## src/rtl/pcs_pkg.sv

```systemverilog
package pcs_pkg;
  typedef enum logic [2:0] {
    ST_IDLE     = 3'd0,
    ST_DET      = 3'd1,
    ST_DET_WAIT = 3'd2,
    ST_PWR_DLY  = 3'd3,
    ST_PWR_SET  = 3'd4,
    ST_PWR_WAIT = 3'd5
  } pcs_state_e;

  localparam logic [1:0] PWR_P0       = 2'd0;
  localparam logic [1:0] PWR_RST      = 2'd2;
  localparam logic [2:0] RXST_PRESENT = 3'b011;
endpackage

```

## src/rtl/pcs_timer.sv

```systemverilog
module pcs_timer #(
  parameter int CW = 6
) (
  input  logic          clk,
  input  logic          rst_n,
  input  logic          load,
  input  logic [CW-1:0] load_val,
  input  logic          dec,
  output logic          zero
);
  logic [CW-1:0] cnt_q;
  logic [CW-1:0] cnt_d;
  logic          cnt_en;

  always_comb begin
    cnt_en = load || (dec && (cnt_q != '0));
    cnt_d  = load ? load_val : cnt_q - 1'b1;
  end

  always_ff @(posedge clk or negedge rst_n) begin
    if (!rst_n)      cnt_q <= '0;
    else if (cnt_en) cnt_q <= cnt_d;
  end

  assign zero = (cnt_q == '0);

  // counter never wraps below zero
  p_no_wrap_r8: assert property (@(posedge clk) disable iff (!rst_n)
    (!load && zero) |=> zero);
endmodule

```

## src/rtl/pcs_fsm.sv

```systemverilog
module pcs_fsm
  import pcs_pkg::*;
#(
  parameter int DLY_CYC    = 4,
  parameter int SETTLE_CYC = 2,
  parameter int TMO_CYC    = 64,
  parameter int CW         = 7
) (
  input  logic          clk,
  input  logic          rst_n,
  input  logic          req_valid,
  input  logic          req_kind,
  input  logic [1:0]    req_pwr,
  input  logic          phy_status,
  input  logic [2:0]    rx_status,
  input  logic          tmr_zero,
  output logic          tmr_load,
  output logic [CW-1:0] tmr_val,
  output logic          tmr_dec,
  output logic          req_ready,
  output logic          tx_det_rx,
  output logic [1:0]    power_down,
  output logic          done,
  output logic          det_present,
  output logic          timeout,
  output logic [2:0]    state_o
);
  localparam logic [CW-1:0] DLY_LD = CW'(DLY_CYC - 1);
  localparam logic [CW-1:0] SET_LD = CW'(SETTLE_CYC - 1);
  localparam logic [CW-1:0] TMO_LD = CW'(TMO_CYC - 1);

  pcs_state_e state_q, state_d;
  logic [1:0] pend_q, pwr_q;
  logic       pend_en, pwr_en;
  logic       done_d, det_d, tmo_d;
  logic       done_q, det_q, tmo_q;
  logic       in_wait;

  always_comb begin
    state_d  = state_q;
    tmr_load = 1'b0;
    tmr_val  = '0;
    tmr_dec  = 1'b0;
    pend_en  = 1'b0;
    pwr_en   = 1'b0;
    done_d   = 1'b0;
    det_d    = 1'b0;
    tmo_d    = 1'b0;
    in_wait  = (state_q == ST_DET_WAIT) || (state_q == ST_PWR_WAIT);
    case (state_q)
      ST_IDLE: begin
        if (req_valid) begin
          if (!req_kind) begin
            state_d = ST_DET;
          end else begin
            pend_en  = 1'b1;
            tmr_load = 1'b1;
            if ((pwr_q == PWR_P0) && (req_pwr != PWR_P0)) begin
              state_d = ST_PWR_DLY;
              tmr_val = DLY_LD;
            end else begin
              state_d = ST_PWR_SET;
              tmr_val = SET_LD;
            end
          end
        end
      end
      ST_DET: begin
        state_d  = ST_DET_WAIT;
        tmr_load = 1'b1;
        tmr_val  = TMO_LD;
      end
      ST_PWR_DLY: begin
        if (tmr_zero) begin
          state_d  = ST_PWR_SET;
          tmr_load = 1'b1;
          tmr_val  = SET_LD;
        end else begin
          tmr_dec = 1'b1;
        end
      end
      ST_PWR_SET: begin
        if (tmr_zero) begin
          state_d  = ST_PWR_WAIT;
          tmr_load = 1'b1;
          tmr_val  = TMO_LD;
          pwr_en   = 1'b1;
        end else begin
          tmr_dec = 1'b1;
        end
      end
      ST_DET_WAIT, ST_PWR_WAIT: begin
        if (phy_status) begin
          state_d = ST_IDLE;
          done_d  = 1'b1;
          det_d   = (state_q == ST_DET_WAIT) && (rx_status == RXST_PRESENT);
        end else if (tmr_zero) begin
          state_d = ST_IDLE;
          tmo_d   = 1'b1;
        end else begin
          tmr_dec = 1'b1;
        end
      end
      default: state_d = ST_IDLE;
    endcase
  end

  always_ff @(posedge clk or negedge rst_n) begin
    if (!rst_n) begin
      state_q <= ST_IDLE;
      done_q  <= 1'b0;
      det_q   <= 1'b0;
      tmo_q   <= 1'b0;
    end else begin
      state_q <= state_d;
      done_q  <= done_d;
      det_q   <= det_d;
      tmo_q   <= tmo_d;
    end
  end

  always_ff @(posedge clk or negedge rst_n) begin
    if (!rst_n)       pend_q <= PWR_RST;
    else if (pend_en) pend_q <= req_pwr;
  end

  always_ff @(posedge clk or negedge rst_n) begin
    if (!rst_n)      pwr_q <= PWR_RST;
    else if (pwr_en) pwr_q <= pend_q;
  end

  assign req_ready   = (state_q == ST_IDLE);
  assign tx_det_rx   = (state_q == ST_DET) || (state_q == ST_DET_WAIT);
  assign power_down  = pwr_q;
  assign done        = done_q;
  assign det_present = det_q;
  assign timeout     = tmo_q;
  assign state_o     = state_q;

  // an offered request in idle is always taken
  p_accept_r2: assert property (@(posedge clk) disable iff (!rst_n)
    (req_ready && req_valid) |=> !req_ready);
  // detect request lasts one cycle and leads into the wait
  p_det_seq_r3: assert property (@(posedge clk) disable iff (!rst_n)
    (state_q == ST_DET) |=> (state_q == ST_DET_WAIT) && tx_det_rx);
  // completion follows a sampled handshake and lands in idle
  p_done_src_r4: assert property (@(posedge clk) disable iff (!rst_n)
    done |-> ($past(phy_status) && req_ready));
  // the power request changes only when the wait state is entered
  p_pwr_change_r5: assert property (@(posedge clk) disable iff (!rst_n)
    !$stable(power_down) |-> (state_q == ST_PWR_WAIT));
  // a receiver result never appears without completion
  p_det_only_r7: assert property (@(posedge clk) disable iff (!rst_n)
    det_present |-> done);
  // timeout excludes done and follows a silent handshake line
  p_tmo_src_r8: assert property (@(posedge clk) disable iff (!rst_n)
    timeout |-> (!done && !$past(phy_status)));
  // handshake cannot cut the delay state short
  p_ignore_r9: assert property (@(posedge clk) disable iff (!rst_n)
    ((state_q == ST_PWR_DLY) && !tmr_zero) |=> (state_q == ST_PWR_DLY));
  // the two completion pulses never coincide
  p_excl_r8: assert property (@(posedge clk) disable iff (!rst_n)
    $countones({done, timeout}) <= 1);
endmodule

```

## src/rtl/pipe_cmd_seq.sv

```systemverilog
module pipe_cmd_seq #(
  parameter int DLY_CYC    = 4,
  parameter int SETTLE_CYC = 2,
  parameter int TMO_CYC    = 64
) (
  input  logic       clk,
  input  logic       rst_n,
  input  logic       req_valid,
  input  logic       req_kind,
  input  logic [1:0] req_pwr,
  output logic       req_ready,
  input  logic       phy_status,
  input  logic [2:0] rx_status,
  output logic       tx_det_rx,
  output logic [1:0] power_down,
  output logic       done,
  output logic       det_present,
  output logic       timeout,
  output logic [2:0] dbg_state
);
  localparam int MAX_A = (DLY_CYC > SETTLE_CYC) ? DLY_CYC : SETTLE_CYC;
  localparam int MAX_C = (MAX_A > TMO_CYC) ? MAX_A : TMO_CYC;
  localparam int CW    = $clog2(MAX_C + 1);

  initial begin
    p_param_r5: assert (DLY_CYC >= 1 && SETTLE_CYC >= 1 && TMO_CYC >= 1);
  end

  logic          tmr_load, tmr_dec, tmr_zero;
  logic [CW-1:0] tmr_val;

  pcs_timer #(.CW(CW)) u_tmr (
    .clk      (clk),
    .rst_n    (rst_n),
    .load     (tmr_load),
    .load_val (tmr_val),
    .dec      (tmr_dec),
    .zero     (tmr_zero)
  );

  pcs_fsm #(
    .DLY_CYC    (DLY_CYC),
    .SETTLE_CYC (SETTLE_CYC),
    .TMO_CYC    (TMO_CYC),
    .CW         (CW)
  ) u_fsm (
    .clk         (clk),
    .rst_n       (rst_n),
    .req_valid   (req_valid),
    .req_kind    (req_kind),
    .req_pwr     (req_pwr),
    .phy_status  (phy_status),
    .rx_status   (rx_status),
    .tmr_zero    (tmr_zero),
    .tmr_load    (tmr_load),
    .tmr_val     (tmr_val),
    .tmr_dec     (tmr_dec),
    .req_ready   (req_ready),
    .tx_det_rx   (tx_det_rx),
    .power_down  (power_down),
    .done        (done),
    .det_present (det_present),
    .timeout     (timeout),
    .state_o     (dbg_state)
  );
endmodule

```

## config.mk

```make
export PLATFORM = sky130hd
export DESIGN_NAME = pipe_cmd_seq
export DESIGN_NICKNAME = d
export VERILOG_FILES = /design/src/rtl/pcs_pkg.sv /design/src/rtl/pcs_timer.sv /design/src/rtl/pcs_fsm.sv /design/src/rtl/pipe_cmd_seq.sv
export SDC_FILE = /design/constraint.sdc
export NUM_CORES = 1
export LEC_CHECK = 0
export ABC_AREA = 1
export BUFFER_PORTS_ARGS = -buffer_cell sky130_fd_sc_hd__buf_4
export CAP_MARGIN = 20
export CORE_AREA = 4 4 48 50
export CTS_BUF_LIST = sky130_fd_sc_hd__clkbuf_8
export CTS_CLUSTER_DIAMETER = 100
export DETAILED_ROUTE_END_ITERATION = 6
export DIE_AREA = 0 0 52 54
export PLACE_DENSITY_LB_ADDON = 0.1
export SYNTH_ARGS = -nofsm -noshare
export SYNTH_HDL_FRONTEND = slang
export SYNTH_SLANG_ARGS = --single-unit
```

## constraint.sdc

```tcl
create_clock -name clk -period 3.9 [get_ports clk]
set_input_delay 0 -clock clk [delete_from_list [all_inputs] [get_ports clk]]
set_output_delay 0 -clock clk [all_outputs]
set_load 0.02 [all_outputs]
```

Word level (Yosys, flattened, before mapping)
Cells that the tools add are included.
- input port bits: 10
- output and inout port bits: 10
- bits in latches: 0
- flip-flop bits (word level): 17
- memory bits (read-only): 0
- memories: 0
- memory bits (writable): 0
- divide/modulo/power cells: 0
- equal/unequal tests: 10
- bitwise operators: 0
- shift operators: 0
- muxes and demuxes: 30
- $add $sub $neg: 1
- $mul: 0
- reduce and logical (&&, ||, !) cells: 13
- order comparisons: 0
- operator list (cell ; count):
    $pmux W7 S4 ; 1
    $mux W3 ; 7
    $mux W7 ; 3
    $pmux W3 S5 ; 1
    $mux W1 ; 14
    $eq A3 B2 Y1 const B ; 3
    $logic_not A7 Y1 ; 1
    $reduce_bool A7 Y1 ; 1
    $sub A7 B1 Y7 const B ; 1
    $eq A3 B3 Y1 const B ; 2
    $mux W6 ; 1
    $ne A2 B2 Y1 const B ; 3
    $reduce_and A4 Y1 ; 1
    $reduce_or A2 Y1 ; 2
    $eq A3 B1 Y1 const B ; 1
    $logic_and A1 B1 Y1 ; 3
    $logic_not A3 Y1 ; 1
    $ne A3 B3 Y1 const B ; 1
    $pmux W1 S3 ; 1
    $logic_not A2 Y1 ; 1
    $logic_or A1 B1 Y1 ; 2
    $mux W2 ; 1
    $pmux W1 S2 ; 1
    $reduce_bool A2 Y1 ; 1

Longest topological paths before layout
Gate-level depths: netlist of the first run.
- depth after elaboration: 7
- depth in mapped cells: 10
- mapped depth without buffers: 10

Cells and area by module
From an unflattened synthesis of the first run, not the netlist that was laid out.
- cell total of the unflattened synthesis: 154
- area total of the unflattened synthesis: 1096.1 um2
- modules (own cells, without submodules) (module ; seq. area each (um2) ; area an instance (um2) ; instances ; cells an instance):
    pcs_fsm ; 252.7 ; 610.6 ; 1 ; 79
    pcs_timer ; 175.2 ; 485.5 ; 1 ; 75

Worst setup path before layout of the first run
Ideal clock, no wire load.
- path type: register -> register
- start: register u_tmr.cnt_q[0]
- end: register u_tmr.cnt_q[1]
- setup slack: 2.479 ns
- arrival time: 1.356 ns
- setup time: 0.065 ns
- stages on the path, launching flop included: 11
- required time: 3.835 ns
- path buffers: 0
- path through: dfrtp_1 -> inv_1 -> ha_1 -> nand2_1 -> inv_1 -> nand3_4 -> nand3_1 -> nand2_1 -> nor2_4 -> nand2_1 -> nand2_1
- cells in the longest elaborated chain, start to end: 6
- elaborated cells on any way between the ends: 13
- classes of those cells: add/sub (1); mux (8); reduce/logical (4)
- ends and longest elaborated chain (item ; line ; source):
    start, declared ; pcs_timer.sv:11 ; logic [CW-1:0] cnt_q;
    start signal, assigned ; pcs_timer.sv:22 ; else if (cnt_en) cnt_q <= cnt_d;
    $logic_not A7 Y1 ; pcs_timer.sv:25 ; assign zero = (cnt_q == '0);
    $mux W1 ; pcs_fsm.sv:74, pcs_fsm.sv:83, pcs_fsm.sv:97 ;
    $mux W1 ; pcs_fsm.sv:93 ; if (phy_status) begin
    $pmux W1 S2 ; pcs_fsm.sv:50 ; case (state_q)
    $logic_and A1 B1 Y1 ; pcs_timer.sv:16 ; cnt_en = load || (dec && (cnt_q != '0));
    $logic_or A1 B1 Y1 ; pcs_timer.sv:16 ;
Parallel ways exist; a longest one is shown, timed or not.
A chain may end at the register's enable or synchronous reset.

Worst setup path after layout of the first run
Ends and elaborated chain as after synthesis.

==> results of run 1 <==
## metal layers
metal | share of wire | GRT usage | vias to the layer above
met1 | 0.45 | 0.247 | 485
met4 | 0.012 | 0.0742 | 0
met5 | 0 | 0 | -
met2 | 0.50 | 0.379 | 31
li1 | - | - | 528
met3 | 0.040 | 0.0388 | 4
## critical path: stages (launching register included)
cell,delay [ns]
dfrtp_1,0.38
inv_1,0.17
ha_1,0.20
nand2_1,0.10
inv_1,0.11
nand3_4,0.13
nand3_1,0.10
nand2_1,0.11
nor2_4,0.16
nand2_1,0.08
nand2_1,0.06
## worst paths after layout
path	startpoint	depth (start not counted)	end
hold reg to reg	u_fsm.pend_q[1]	2	u_fsm.power_down[1]
max in group asynchronous	rst_n	2	u_fsm.power_down[1]
hold / removal	phy_status	3	u_fsm.done
setup reg to reg	u_tmr.cnt_q[0]	10	u_tmr.cnt_q[1]
min in group asynchronous	rst_n	2	u_fsm.done
setup / recovery	u_tmr.cnt_q[0]	10	u_tmr.cnt_q[1]
## power by group through the flow
stage                     Clock [W]  Sequential, W  Combinational [W]
after global routing       0.000141       0.000340           0.000775
after CTS                  0.000130       0.000330           0.000683
final                      0.000130       0.000331           0.000680
after floorplan                   0       0.000344           0.000486
after global placement            0       0.000330           0.000656
after detailed placement          0       0.000332           0.000668
## placed cells by master (no fill, tap or decap)
cell type	synthesis	final
o21ai_1	2	2
dfstp_2	2	2
nor2_4	4	4
dfrtp_1	15	15
nand2_4	5	5
nand2_2	5	5
inv_1	10	11
nor4_1	1	1
buf_4	0	19
o21ai_2	1	1
nor2_2	2	2
xor2_1	1	1
nand2_1	54	54
nand4_1	2	2
o21bai_1	1	1
nand3_2	2	2
dlygate4sd3_1	0	5
inv_2	7	7
clkbuf_8	0	3
nand3_1	12	12
nand3b_1	3	3
nand3_4	1	1
ha_1	2	2
nor2_1	9	9
o21ai_0	6	6
a21oi_1	1	1
## final cells by class
type / count / area, sq um
multi-input combinational: 114 / 616
clock buffer: 3 / 41.3
tap: 27 / 33.8
fill: 147 / 523
inverter: 17 / 63.8
clock inverter: 1 / 3.75
timing repair buffer: 24 / 193
sequential: 17 / 428
## timing repair
item / CTS / global route
buffers inserted: 0 / 0
hold buffers: 5 / 0
hold endpoints to repair: 20 / 0
## stage by stage
stage	hold slack, ns	instance area (sq um)	utilization	worst slack (ns)
2_1_floorplan	-0.296	1110	-	2.48
5_1_grt	0.0638	1380	0.725	2.09
6_report	0.0469	1380	0.725	2.24
3_3_place_gp	-0.124	1280	0.675	2.35
4_1_cts	0.0455	1380	0.725	2.25
3_5_place_dp	-0.123	1280	0.675	2.28
## synth_stat cells
cell / n / share of area
inv_1: 10 / 0.034
nand4_1: 2 / 0.011
nor4_1: 1 / 0.0057
dfrtp_1: 15 / 0.34
nor2_4: 4 / 0.041
nand3_4: 1 / 0.016
nand3_1: 12 / 0.054
o21ai_1: 2 / 0.0090
ha_1: 2 / 0.023
nand2_4: 5 / 0.051
nand3b_1: 3 / 0.020
nand2_2: 5 / 0.028
nor2_2: 2 / 0.011
o21bai_1: 1 / 0.0068
dfstp_2: 2 / 0.047
o21ai_0: 6 / 0.027
nand2_1: 54 / 0.18
a21oi_1: 1 / 0.0045
nor2_1: 9 / 0.031
inv_2: 7 / 0.024
o21ai_2: 1 / 0.0079
nand3_2: 2 / 0.018
xor2_1: 1 / 0.0079
## kinds of logic (layout without fill, tap and decap cells)
group                    after synthesis  count (layout)
buffers and inverters                 17              45
XOR/XNOR                               1               1
AND/OR/NAND/NOR                      100             100
AO/OA/AOI/OAI                         11              11
flip-flops                            17              17
adder cells (fa/ha/maj)                2               2
## sequential cells by signal, indices dropped and copies added, names as in the netlist
name / count
u_fsm.state_o: 3
u_fsm.timeout: 1
u_fsm.power_down: 2
u_fsm.pend_q: 2
u_fsm.det_present: 1
u_fsm.done: 1
u_tmr.cnt_q: 7
==> flow_metrics.tcl, run 1 <==
set metrics [dict create \
    synth-compound-area-share 0.0554 \
    clkTransAtPathRegs_ns 0.07 \
    io_buffer_count 19 \
    hold_path.class "primary input to flip-flop" \
    cts.path.max_buffers 2 \
    clk_latency_ns 0.25 \
    post_cts_resized 0 \
    grt_max_degree 18 \
    synth_mux_area_frac 0 \
    start_util 0.582 \
    worst_slew_pin_slew_ns 0.261 \
    track_usage 0.210 \
    outcome "completed" \
    drive_gt1_frac 0.290 \
    fin_worst_skew_ns 0.000989 \
    crit_fanout 7 \
    cts_buffers 3 \
    power.density_mw_per_mm2 827 \
    wirelength_um 2490 \
    die_h_um 54 \
    wl_per_cell_um 12.2 \
    cp-start-kind "flip-flop" \
    drtPass1Iterations 4 \
    ir_drop_mv 0.489 \
    overflow 0 \
    leakagePower_nw 0.767 \
    coreArea_sq_mm 0.00190 \
    ys_ff_latch 17 \
    dr.first_iter.drc_count 19 \
    numClockSinks 17 \
    cp.required_ns 4.09 \
    num_antenna_cells 0 \
    final_nets 189 \
    seq_area_frac_synth 0.386 \
    hold_viol 0 \
    rsz0062_at_grt "false" \
    ant_nets 0 \
    syn_avg_cell_area_sq_um 7.48 \
    synth_xor_area_frac 0.00791 \
    antenna_found_initial 0 \
    die_x_um 52 \
    num_vias 1048 \
    seq_power_share 0.290 \
    power_w 0.00114 \
    drc 0 \
    grt_pass1_vias 1048 \
    comb_power_share 0.596 \
    fin_tns_setup_ns 0 \
    cts_htree_levels 1 \
    synth_top_family_by_area "simple AND/OR/NAND/NOR gates" \
    synth_fa_ha_area_frac 0.0226 \
    place_congestion 0.859 \
    cts_tree "done" \
    dp_hpwl_um 1780 \
    area_growth_pct 24.5 \
    p_clk_frac 0.114 \
    switchingPower_w 0.000574 \
    io_pins 20 \
    finalSetupViolations 0 \
    synth_area_sq_mm 0.00111 \
    fmax_mhz 603 \
    intPower_w 0.000566 \
    cts_root_buf "clkbuf_8" \
    rows 16 \
    placedCellCount 194 \
    finalCritPeriodShare 0.425 \
    post_drt_via_cell_ratio 5.16 \
    min_period_ns 1.66 \
    synthCells 148 \
    die_area_sq_mm 0.00281 \
    drv_slew 0 \
    maxCapViolCount 0 \
    yosysWarnings 0 \
    critPathKind "flip-flop to flip-flop" \
    grt_pass1_wl_um 4340 \
    syn-num-nets 160 \
    ff2ff_setup_slack_ns 2.24 \
    instances_no_fill 203 \
    swShare 0.503 \
    synth-simple-area-share 0.470 \
    slew_headroom 0.824 \
    cp-end-kind "flip-flop" \
    arrival_ns 1.85 \
    synth.distinct_cells 23 \
]
No activity file was read; power rests on OpenSTA's default activity.
==> inputs of run 2 (changes only) <==
Settings changed: ABC_AREA 1 to 0.
Clock period 3.9 ns to 1.7 ns, I/O delays scaled along.
==> run 2 against run 1 <==
  * Hold slack improved by 0.092 ns
  * Global-route usage decreased by 0.61 points
  * Clock power is 130% higher
  * Sequential share of layout area shrank 3.8 points
  * Area after synthesis fell by 6.6%
  * Combinational power grew to 2.7 times the previous value
  * Critical path depth decreased by 3
  * Clock-buffer cell count did not move
  * Setup slack got worse by 2.3 ns
  * The run now ends with setup timing left
==> flow_metrics.tcl, run 2 <==
set metrics [dict create \
    synth_ff_type "dfrtp_1" \
    area_growth_pct 52.6 \
    start_util 0.544 \
    regMostFlops "u_tmr.cnt_q" \
    numClockSinks 17 \
    worst-path-buf-inv 1 \
    overflow 0 \
    io_buffer_count 19 \
    rows 16 \
    ant_nets 0 \
    ys_ff_latch 17 \
    place_congestion 0.813 \
    die_h_um 54 \
    cp.required_ns 1.89 \
    die_area_sq_mm 0.00281 \
    coreArea_sq_mm 0.00190 \
    fmax_mhz 554 \
    syn-num-nets 114 \
    arrival_ns 2.00 \
    crit_chain "inv_2, ha_4, nor4b_4, nand2_2, a221oi_4, o22a_1, o22a_1" \
    dp_hpwl_um 1800 \
    hold_viol 0 \
    cts_htree_levels 1 \
    synth_edf_count 0 \
    crit_path_frequent_cell "o22a_1" \
    largest_reg_flops 7 \
    slew_headroom 0.717 \
    cts_buffers 3 \
    cp-end-kind "flip-flop" \
    leakagePower_nw 0.706 \
    fin_worst_skew_ns 0.000873 \
    final_cell_mix "buf_4 (41), dfrtp_1 (13), nor2_1 (7), a21oi_1 (7)" \
    final_nets 167 \
    grt_max_degree 18 \
    maxCapViolCount 0 \
    placedCellCount 165 \
    io_pins 20 \
    track_usage 0.204 \
    yosys-top-cells-count "dfrtp_1 (15), a21oi_1 (8), nor2_1 (8)" \
    antenna_found_initial 0 \
    dr.first_iter.drc_count 30 \
    ir_drop_mv 1.26 \
    finalSetupViolations 6 \
    finalCritPeriodShare 1.06 \
    yosys.area.top_type "dfrtp_1" \
    async_flop_share 1.00 \
    yosysMostFrequentCell "dfrtp_1" \
    die_x_um 52 \
    clk_latency_ns 0.25 \
    cpMaxStageDelayCell "dfrtp_1" \
    fin_ws_ns -0.104 \
    drc 0 \
    cp-start-kind "flip-flop" \
    synth_top_area_frac 0.363 \
    crit_fanout 6 \
    power.density_mw_per_mm2 1810 \
    synthTopCellsByArea "dfrtp_1 (36%), mux2_2 (5.4%), dfstp_2 (5.1%), o22a_1 (5.1%), a21oi_1 (3.9%)" \
    critical_path.top_delay_family "compound AO/OA/AOI/OAI gates" \
    violations "setup timing" \
    grt_pass1_wl_um 4150 \
    wirelength_um 2630 \
    rsz0062_at_grt "true" \
    worst_slew_pin_slew_ns 0.421 \
    syn_avg_cell_area_sq_um 10.1 \
    synth.distinct_cells 38 \
    grt_pass1_vias 910 \
    yosysWarnings 0 \
    final_common_cell "buf_4" \
    synthCells 102 \
    critPathKind "flip-flop to flip-flop" \
    dp_slack_ns -0.129 \
    drive_gt1_frac 0.519 \
    num_antenna_cells 0 \
    whs_ns 0.139 \
    drv_slew 0 \
    num_vias 987 \
    cts_tree "done" \
    cts_root_buf "clkbuf_8" \
    wl_per_cell_um 14.5 \
    post_drt_via_cell_ratio 5.45 \
    synth_area_sq_mm 0.00103 \
    seq_area_frac_synth 0.414 \
    drtPass1Iterations 4 \
    instances_no_fill 181 \
    slowest_delay_ns 0.39 \
    hold_path.class "primary input to async pin" \
    fin_tns_setup_ns -0.465 \
    cts.path.max_buffers 2 \
    clkTransAtPathRegs_ns 0.07 \
    outcome "finished, violations left" \
    min_period_ns 1.80 \
]
run 2: changes by cell type in the layout (fill, tap and decap cells not counted), moves of 6 or more:
cell,delta
a21oi_1,+6
buf_4,+22
buf_6,+6
inv_1,-10
nand2_1,-50
nand3_1,-9
o22a_1,+6
run 2: layout make-up:
class                      count  area [sq um]
inverter                       3          11.3
sequential                    17           430
tap                           27          33.8
fill                         123           323
clock inverter                 1          5.00
multi-input combinational     77           622
timing repair buffer          53           435
clock buffer                   3          41.3
run 2: worst paths after layout:
check | from | to | slack (ns) | depth (start not counted)
max | u_tmr.cnt_q[1] | u_tmr.cnt_q[2] | -0.10 | 7
min | rst_n | u_fsm.done | 0.14 | 2
max reg2reg | u_tmr.cnt_q[1] | u_tmr.cnt_q[2] | -0.10 | 7
min reg2reg | u_fsm.pend_q[0] | u_fsm.pend_q[0] | 0.51 | 1
max in group asynchronous | rst_n | u_fsm.pend_q[1] | 1.30 | 2
min in group clk | req_kind | u_fsm.state_o[1] | 0.15 | 3
run 2: cell families after synthesis:
group | count (synthesis) | synth area share
compound gates | 28 | 0.208
xor+xnor | 3 | 0.0254
flops | 17 | 0.414
mux | 5 | 0.0544
fa+ha+maj | 2 | 0.0242
buf+inv | 8 | 0.0459
simple gates | 39 | 0.229
run 2: metrics by stage:
step / utilization / total power [W] / cell area (sq um)
floorplan: - / 0.00170 / 1060
global placement: 0.714 / 0.00221 / 1360
detailed placement: 0.714 / 0.00226 / 1360
CTS: 0.793 / 0.00269 / 1510
global route: 0.830 / 0.00306 / 1580
finish: 0.830 / 0.00286 / 1580
run 2: power by group:
group	internal, W	switching, W	total [W]
registers	0.000555	0.000136	0.000690
logic	0.000992	0.000871	0.00186
clock network	0.000163	0.000140	0.000302
total	0.00171	0.00115	0.00286
run 2: layer usage:
layer	up-vias	GRT usage	wire (um)
met3	3	0.0388	125
li1	477	-	-
met2	29	0.385	1430
met4	0	0.0611	19
met5	-	0	0
met1	478	0.230	1050
run 2: timing repair:
action / CTS / global route
gates cloned: 0 / 1
pin swaps: 5 / 8
hold buffers: 6 / 0
resized for setup: 9 / 14
setup endpoints to repair: 5 / 12
endpoints found under the hold margin: 21 / 0
buffers inserted: 3 / 2
==> inputs of run 3 (changes only) <==
--- a/config.mk
+++ b/config.mk
@@ -14,4 +14,5 @@
 export DETAILED_ROUTE_END_ITERATION = 6
 export DIE_AREA = 0 0 52 54
+export GPL_TIMING_DRIVEN = 1
 export PLACE_DENSITY_LB_ADDON = 0.1
 export SYNTH_ARGS = -nofsm -noshare
==> constraint.sdc (replaced) <==
create_clock -name clk -period 1.7 [get_ports clk]
set_input_delay 0.34 -clock clk [delete_from_list [all_inputs] [get_ports clk]]
set_output_delay 0.34 -clock clk [all_outputs]
set_load 0.02 [all_outputs]
==> run 3 against run 2 <==
  * The flow still finishes with violations (setup timing)
  * Wire length is 4.7% lower
  * Core utilization is 3.0 points lower
  * Highest routed layer unchanged
  * Critical path depth is the same
  * Largest cell class unchanged
  * Critical path type unchanged
  * Non-clock buffer count fell by 5
  * Clock power about the same
==> flow_metrics.tcl, run 3 (synthesis results as in run 2) <==
set metrics [dict create \
    outcome "finished, violations left" \
    violations "setup timing" \
    min_period_ns 1.81 \
    antenna_found_initial 0 \
    finalCritPeriodShare 1.06 \
    start_util 0.544 \
    regMostFlops "u_tmr.cnt_q" \
    cp-end-kind "flip-flop" \
    intPower_w 0.00170 \
    cp.required_ns 1.89 \
    p_clk_frac 0.107 \
    drtPass1Iterations 4 \
    grt_pass1_vias 869 \
    die_x_um 52 \
    final_common_cell "buf_4" \
    finalSetupViolations 6 \
    drc 0 \
    grt_pass1_wl_um 3910 \
    placed_cell_area_sq_mm 0.00136 \
    ant_nets 0 \
    worst_slew_pin_slew_ns 0.415 \
    drv_slew 0 \
    io_pins 20 \
    crit_chain "inv_2, ha_4, nor4b_4, nand2_2, a221oi_4, o22a_1, o22a_1" \
    switchingPower_w 0.00114 \
    maxCapViolCount 0 \
    ir_drop_mv 1.23 \
    multiInputGateArea_sq_um 616 \
    die_area_sq_mm 0.00281 \
    overflow 0 \
    cts_tree "done" \
    fin_worst_skew_ns 0.000808 \
    arrival_ns 2.01 \
    dp_slack_ns -0.129 \
    rows 16 \
    rsz0062_at_grt "true" \
    cts_buffers 3 \
    area_growth_pct 47.2 \
    final_cell_mix "buf_4 (41), dfrtp_1 (13), nor2_1 (7), a21oi_1 (7)" \
    cp-start-kind "flip-flop" \
    die_h_um 54 \
    fin_util 0.801 \
    wl_per_cell_um 14.2 \
    hold_path.class "primary input to flip-flop" \
    numClockSinks 17 \
    fin_area_sq_mm 0.00152 \
    crit_path_frequent_cell "o22a_1" \
    dr.first_iter.drc_count 28 \
    io_buffer_count 19 \
    slowest_delay_ns 0.39 \
    clk_latency_ns 0.25 \
    swShare 0.401 \
    final_nets 162 \
    leakagePower_nw 0.682 \
    drive_gt1_frac 0.530 \
    fin_ws_ns -0.110 \
    critPathKind "flip-flop to flip-flop" \
    num_antenna_cells 0 \
    crit_fanout 6 \
    seq_area_sq_um 430 \
    wirelength_um 2500 \
    fmax_mhz 552 \
    hold_viol 0 \
    slew_headroom 0.721 \
    cts_root_buf "clkbuf_8" \
    num_vias 957 \
    post_drt_via_cell_ratio 5.44 \
    grt_max_degree 18 \
    fillerInstances 134 \
    power_w 0.00284 \
    largest_reg_flops 7 \
    coreArea_sq_mm 0.00190 \
    cpMaxStageDelayCell "dfrtp_1" \
    clkTransAtPathRegs_ns 0.07 \
    cts.path.max_buffers 2 \
    power.density_mw_per_mm2 1860 \
    cts_htree_levels 1 \
    comb_power_share 0.650 \
    dp_hpwl_um 1800 \
    seq_power_share 0.243 \
    track_usage 0.191 \
    place_congestion 0.813 \
]
-- run 3: changes by cell type in the layout (fill, tap and decap cells not counted), sizes merged --
cell	delta
dlygate4sd3	-5
-- run 3: power groups by stage --
stage / Combinational, W / Clock [W] / Sequential (W)
6_report: 0.00184 / 0.000305 / 0.000690
2_1_floorplan: 0.000987 / 0 / 0.000715
4_1_cts: 0.00168 / 0.000307 / 0.000687
3_3_place_gp: 0.00153 / 0 / 0.000682
5_1_grt: 0.00200 / 0.000321 / 0.000715
3_5_place_dp: 0.00157 / 0 / 0.000692
-- run 3: final cells by class --
type	instances	share of cell area
clock inverters	1	0.00329
clock buffers	3	0.0271
flip-flops and latches	17	0.283
inverters	3	0.00740
multi-input cells	77	0.404
well taps	27	0.0222
repair buffers	48	0.253
-- run 3: what timing repair did --
action,in CTS,in global routing
endpoints found under the hold margin,15,0
hold buffers,1,0
buffers inserted,3,2
gates cloned,0,1
resized for setup,9,13
endpoints found under the setup margin,5,11
pin swaps,5,8
-- run 3: worst max-delay path, delay by kind of cell, from the launching register on --
| kind | cells | cell delay, ns |
|---|---|---|
| AOI/OAI and AO/OA | 3 | 0.71 |
| adders and majority gates | 1 | 0.12 |
| buffers and inverters | 1 | 0.09 |
| DFF | 1 | 0.39 |
| and+or+nand+nor | 2 | 0.44 |
-- run 3: metal layers --
layer	vias to the layer above	part of all wire	wire, um	global-route usage
li1	471	-	-	-
met3	3	0.052	130	0.0416
met1	455	0.42	1060	0.219
met4	0	0.0076	19	0.0611
met2	28	0.52	1290	0.349
met5	-	0	0	0
-- run 3: through the flow --
stage          std cells  setup TNS, ns  hold WS, ns
6_report             176         -0.489        0.229
5_1_grt              176          -1.44        0.236
4_1_cts              173         -0.419        0.231
3_5_place_dp         165         -0.559        0.216
3_3_place_gp         165         -0.225        0.214
2_1_floorplan        102        -0.0575       0.0444
-- run 3: worst paths after layout --
kind | startpoint | end | slack (ns) | cells past startpoint
setup / recovery | u_tmr.cnt_q[1] | u_tmr.cnt_q[2] | -0.11 | 7
hold / removal | rx_status[2] | u_fsm.det_present | 0.23 | 2
setup reg to reg | u_tmr.cnt_q[1] | u_tmr.cnt_q[2] | -0.11 | 7
hold reg to reg | u_fsm.pend_q[0] | u_fsm.pend_q[0] | 0.51 | 1
max in group asynchronous | rst_n | u_fsm.power_down[1] | 0.96 | 2
min in group asynchronous | rst_n | u_fsm.done | 0.48 | 2
